[src/rtl/pwm10_pkg.sv]
package pwm10_pkg;
  localparam int unsigned TMR_W_DEF  = 8;
  localparam int unsigned FRAC_W_DEF = 2;

  // Time-base position split into coarse timer and fine sub-step
  function automatic logic [TMR_W_DEF+FRAC_W_DEF-1:0] join_pos(
    input logic [TMR_W_DEF-1:0]  coarse,
    input logic [FRAC_W_DEF-1:0] fine);
    return {coarse, fine};
  endfunction
endpackage

[src/rtl/pwm10_regs.sv]
module pwm10_regs #(
  parameter int unsigned TMR_W  = 8,
  parameter int unsigned FRAC_W = 2,
  localparam int unsigned CNT_W = TMR_W + FRAC_W
) (
  input  logic              clk,
  input  logic              rst_n,
  input  logic              ctrl_wr,
  input  logic              ctrl_en,
  input  logic              period_wr,
  input  logic [TMR_W-1:0]  period_data,
  input  logic              duty_hi_wr,
  input  logic [TMR_W-1:0]  duty_hi_data,
  input  logic              duty_lo_wr,
  input  logic [FRAC_W-1:0] duty_lo_data,
  output logic              en_q,
  output logic [TMR_W-1:0]  period_q,
  output logic [CNT_W-1:0]  master_q
);
  logic [TMR_W-1:0]  hi_q;
  logic [FRAC_W-1:0] lo_q;

  always_ff @(posedge clk) begin
    if (!rst_n) begin
      en_q     <= 1'b0;
      period_q <= '0;
      hi_q     <= '0;
      lo_q     <= '0;
    end else begin
      if (ctrl_wr)    en_q     <= ctrl_en;
      if (period_wr)  period_q <= period_data;
      if (duty_hi_wr) hi_q     <= duty_hi_data;
      if (duty_lo_wr) lo_q     <= duty_lo_data;
    end
  end

  assign master_q = {hi_q, lo_q};
endmodule

[src/rtl/pwm10_timebase.sv]
module pwm10_timebase #(
  parameter int unsigned TMR_W  = 8,
  parameter int unsigned FRAC_W = 2,
  localparam int unsigned CNT_W = TMR_W + FRAC_W
) (
  input  logic             clk,
  input  logic             rst_n,
  input  logic             en_q,
  input  logic             clk_en,
  input  logic [TMR_W-1:0] period_q,
  output logic [CNT_W-1:0] tb_cnt,
  output logic             step,
  output logic             period_match
);
  localparam logic [FRAC_W-1:0] FINE_LAST = {FRAC_W{1'b1}};

  assign step         = en_q & clk_en;
  assign period_match = (tb_cnt == {period_q, FINE_LAST});

  always_ff @(posedge clk) begin
    if (!rst_n || !en_q) begin
      tb_cnt <= '0;
    end else if (step) begin
      if (period_match) tb_cnt <= '0;
      else              tb_cnt <= tb_cnt + CNT_W'(1);
    end
  end
endmodule

[src/rtl/pwm10_duty.sv]
module pwm10_duty #(
  parameter int unsigned CNT_W = 10
) (
  input  logic             clk,
  input  logic             rst_n,
  input  logic             en_q,
  input  logic             step,
  input  logic             period_match,
  input  logic [CNT_W-1:0] tb_cnt,
  input  logic [CNT_W-1:0] master_q,
  output logic [CNT_W-1:0] duty_slave,
  output logic             out_q
);
  logic [CNT_W-1:0] cnt_next;
  assign cnt_next = tb_cnt + CNT_W'(1);

  always_ff @(posedge clk) begin
    if (!rst_n) begin
      duty_slave <= '0;
      out_q      <= 1'b0;
    end else if (!en_q) begin
      // Idle: track master and preset the latch for a period start
      duty_slave <= master_q;
      out_q      <= (master_q != '0);
    end else if (step) begin
      if (period_match) begin
        duty_slave <= master_q;
        out_q      <= (master_q != '0);   // clear wins over set
      end else begin
        out_q      <= out_q & (cnt_next != duty_slave);
      end
    end
  end
endmodule

[src/rtl/pwm10_gen.sv]
module pwm10_gen
  import pwm10_pkg::*;
#(
  parameter int unsigned TMR_W  = TMR_W_DEF,
  parameter int unsigned FRAC_W = FRAC_W_DEF,
  localparam int unsigned CNT_W = TMR_W + FRAC_W
) (
  input  logic              clk,
  input  logic              rst_n,
  input  logic              clk_en,
  input  logic              ctrl_wr,
  input  logic              ctrl_en,
  input  logic              period_wr,
  input  logic [TMR_W-1:0]  period_data,
  input  logic              duty_hi_wr,
  input  logic [TMR_W-1:0]  duty_hi_data,
  input  logic              duty_lo_wr,
  input  logic [FRAC_W-1:0] duty_lo_data,
  output logic              pwm_out
);
  logic             en_q;
  logic [TMR_W-1:0] period_q;
  logic [CNT_W-1:0] master_q;
  logic [CNT_W-1:0] tb_cnt;
  logic             step;
  logic             period_match;
  logic [CNT_W-1:0] duty_slave;
  logic             out_q;

  pwm10_regs #(.TMR_W(TMR_W), .FRAC_W(FRAC_W)) u_regs (
    .clk(clk), .rst_n(rst_n),
    .ctrl_wr(ctrl_wr), .ctrl_en(ctrl_en),
    .period_wr(period_wr), .period_data(period_data),
    .duty_hi_wr(duty_hi_wr), .duty_hi_data(duty_hi_data),
    .duty_lo_wr(duty_lo_wr), .duty_lo_data(duty_lo_data),
    .en_q(en_q), .period_q(period_q), .master_q(master_q)
  );

  pwm10_timebase #(.TMR_W(TMR_W), .FRAC_W(FRAC_W)) u_tb (
    .clk(clk), .rst_n(rst_n), .en_q(en_q), .clk_en(clk_en),
    .period_q(period_q), .tb_cnt(tb_cnt), .step(step),
    .period_match(period_match)
  );

  pwm10_duty #(.CNT_W(CNT_W)) u_duty (
    .clk(clk), .rst_n(rst_n), .en_q(en_q), .step(step),
    .period_match(period_match), .tb_cnt(tb_cnt), .master_q(master_q),
    .duty_slave(duty_slave), .out_q(out_q)
  );

  assign pwm_out = en_q & out_q;
endmodule

[config.mk]
export PLATFORM = sky130hd
export DESIGN_NAME = pwm10_gen
export DESIGN_NICKNAME = d
export VERILOG_FILES = /design/src/rtl/pwm10_pkg.sv /design/src/rtl/pwm10_regs.sv /design/src/rtl/pwm10_timebase.sv /design/src/rtl/pwm10_duty.sv /design/src/rtl/pwm10_gen.sv
export SDC_FILE = /design/constraint.sdc
export NUM_CORES = 1
export LEC_CHECK = 0
export ABC_CLOCK_PERIOD_IN_PS = 4100
export BUFFER_PORTS_ARGS = -buffer_cell sky130_fd_sc_hd__buf_2
export CORE_AREA = 4 4 91 93
export DETAILED_ROUTE_END_ITERATION = 12
export DIE_AREA = 0 0 95 97
export PLACE_DENSITY = 0.47
export REMOVE_ABC_BUFFERS = 1
export SYNTH_ARGS = -nofsm -noshare
export SYNTH_HDL_FRONTEND = slang
export SYNTH_SLANG_ARGS = --single-unit
[constraint.sdc]
create_clock -name clk -period 4.1 [get_ports clk]
set_clock_uncertainty 0.1 [all_clocks]
set_input_delay 0.41 -clock clk [delete_from_list [all_inputs] [get_ports clk]]
set_output_delay 0.41 -clock clk [all_outputs]
set_load 0.01 [all_outputs]
==> metrics.yaml <==
setup_path:
  cp-end-kind: "flop"
  crit_fanout: 11
  r2r_start: "u_tb.tb_cnt[3]"
  crit_path_start: "u_tb.tb_cnt[3]"
  r2r_setup_slack_ns: 1.91
  worstSetupPathType: "reg -> reg"
  required_ns: 4.19
  endpoint: "u_duty.duty_slave[4]"
  cp-start-kind: "flop"
  rr_endpoint: "u_duty.duty_slave[4]"
  arrival_ns: 2.28
  reg2reg_depth: 5
power:
  pwr-share-clk: 0.353
  pwr-share-comb: 0.119
  seqPwrFrac: 0.529
  power.leakage_uw: 0.000944
  total_power_uw: 796
  cell_internal_pwr_uw: 590
  power_density_nw_per_um2: 321
  swShare: 0.259
  peakVddDrop_mv: 0.142
  p_switching_uw: 206
logic_synthesis:
  synth.avg_cell_area_um2: 9.70
  synth_compound_area_frac: 0.112
  synth_fa_ha_area_frac: 0.00568
  synth_edf_count: 0
  synthMuxAreaShare: 0.141
  synthTopCellsByArea: "dfxtp_1 36%, mux2i_1 14%, nor2b_1 8.2%, xnor2_1 4.4%, xnor2_2 3.7%"
  yosysTopAreaCell: "dfxtp_1"
  syn-cell-area_um2: 2200
  synth-simple-area-share: 0.235
  synth_top_family_by_area: "simple AND/OR/NAND/NOR gates"
  yosys_register_bits: 40
  synthDominantCellAreaShare: 0.364
  yosysWarnings: 0
  synth_cell_type_count: 51
  seq_area_frac_synth: 0.364
  ys.flop_type: "dfxtp_1"
  synth_cells: 227
  synthArstFlopShare: 0
  synth_xor_area_frac: 0.0966
final_layout:
  fillers: 837
  antenna_cells: 0
  nets: 273
  drive_above_1_share: 0.198
  stdcell_area_um2: 2480
  multiInputGateArea_um2: 1300
  synthToLayoutAreaGrowth_pct: 12.6
  final_cell_mix: "40 x dfxtp_1, 30 x mux2i_1, 29 x nor2b_1"
  regArea_um2: 801
  mostFrequentLayoutCell: "dfxtp_1"
  fin_util: 0.329
die:
  io_pins: 27
  fp.dieW_um: 95
  core_area_um2: 7530
  rows: 32
  start_util: 0.293
  dieArea_um2: 9220
  die_h_um: 97
global_routing:
  antenna_found_initial: 0
  grt_max_degree: 33
  grt_first_pass_wirelength_um: 8380
  track_usage: 0.115
  grt-ovfl-total: 0
  grt_pass1_vias: 1610
placed_design:
  place.gp.congestion: 0.770
  pre_cts_slack_ns: 1.91
  dpl_cell_area_um2: 2380
  portBuffers: 26
  dp_hpwl_um: 3510
run_status:
  status: "finished clean"
clocking:
  clk_pin_slew_ns: 0.08
  cts.path.max_buffers: 2
  ctsResizeCount: 0
  clk_latency_ns: 0.29
  cts_buffers: 5
  cts_tree: "built"
  cts_setup_buffers: 0
  cts_num_sinks: 40
  hold_buffers: 0
  htreeDepth: 2
  clock-root-buffer: "clkbuf_8"
drt:
  drtIter0Drc: 117
  post_drt_wl_per_cell_um: 13.8
  vias: 1645
  ant_nets: 0
  drc: 0
  drt-vias-per-instance: 4.71
  routed_wl_um: 4830
  first_pass_iters: 5
sta:
  slew_headroom: 0.553
  tightest_slew_ns: 0.670
  fmax_mhz: 456
  rsz0062_at_grt: "false"
  worst_slack_ns: 1.91
  finalMaxSlewViolations: 0
  final_hold_viol_count: 0
  min_period_ns: 2.19
  post-route-period-util: 0.535
  tns_ns: 0
  finalSetupViolCount: 0
worst_hold_path:
  holdPathStages: 3
  hold_class: "in -> reg"
run:
  max_cap_viol_count: 0
synthesized netlist by cell type, types with 2 or more instances:
master and instances:
xnor2_2 5, and2_1 2, a21oi_1 4, nand4_1 2
nand3_1 5, clkbuf_1 7, a32o_1 4, nand4_4 2
nor3_1 3, nand3b_1 2, nand2_1 10, nor2b_1 29
xor2_1 4, nor4_1 8, xnor2_1 11, a2bb2oi_1 2
buf_2 2, nor2_1 12, o21ai_1 5, nand2b_1 2
mux2i_1 30, buf_6 2, dfxtp_1 40, buf_4 2
inv_1 6
power groups by stage:
stage | sequential, µW | combinational [µW] | clock (µW)
5_1_grt | 423 | 107 | 313
6_report | 421 | 94.4 | 281
3_5_place_dp | 431 | 95.6 | 0
3_3_place_gp | 430 | 95.2 | 0
2_1_floorplan | 425 | 65.0 | 0
4_1_cts | 421 | 96.1 | 298
final cells by class:
class | count | area share
Inverter | 6 | 0.00908
Timing Repair Buffer | 26 | 0.0525
Clock inverter | 2 | 0.00605
Sequential cell | 40 | 0.323
Tap cell | 102 | 0.0515
Multi-Input combinational cell | 167 | 0.525
Clock buffer | 6 | 0.0333
metal layers:
metal  wire [µm]  GRT usage  vias to the layer above
met5           0          0                        -
met2        2190      0.168                       38
li1            -          -                      844
met4          63     0.0466                        0
met3         180     0.0241                        4
met1        2400      0.164                      759
worst min path at each step:
stage | slack, ns | end | startpoint
detailed placement | 0.43 | u_regs.period_q[6] | u_regs.period_q[6]
finish | 0.27 | u_regs.hi_q[0] | duty_hi_data[0]
floorplan | 0.40 | u_duty.duty_slave[9] | u_duty.duty_slave[9]
global placement | 0.42 | u_duty.duty_slave[6] | u_duty.duty_slave[6]
global route | 0.26 | u_regs.hi_q[0] | duty_hi_data[0]
CTS | 0.26 | u_regs.hi_q[0] | duty_hi_data[0]
worst max-delay path, cell delays in order, from the launching register on:
cell	delay (ns)
dfxtp_1	0.64
xnor2_2	0.18
nand4_4	0.18
o31ai_4	0.67
mux2i_1	0.26
nor2b_1	0.06
registers in the layout, indices dropped and copies added (netlist names):
register,cells
u_duty.out_q,1
u_regs.lo_q,2
u_regs.en_q,1
u_duty.duty_slave,10
u_regs.period_q,8
u_regs.hi_q,8
u_tb.tb_cnt,10
per-stage QoR:
step	std cells	hold WS (ns)
floorplan	213	0.403
global placement	341	0.424
detailed placement	341	0.433
CTS	349	0.256
global route	349	0.264
finish	349	0.267
cells by family after synthesis:
| group | Yosys count |
|---|---|
| and+or+nand+nor | 84 |
| DFF | 40 |
| AOI/OAI and AO/OA | 31 |
| muxes | 31 |
| xor gates and xnor gates | 20 |
| buffers and inverters | 20 |
| adders and majority gates | 1 |
Note: power is estimated with default switching activity, not from simulation.
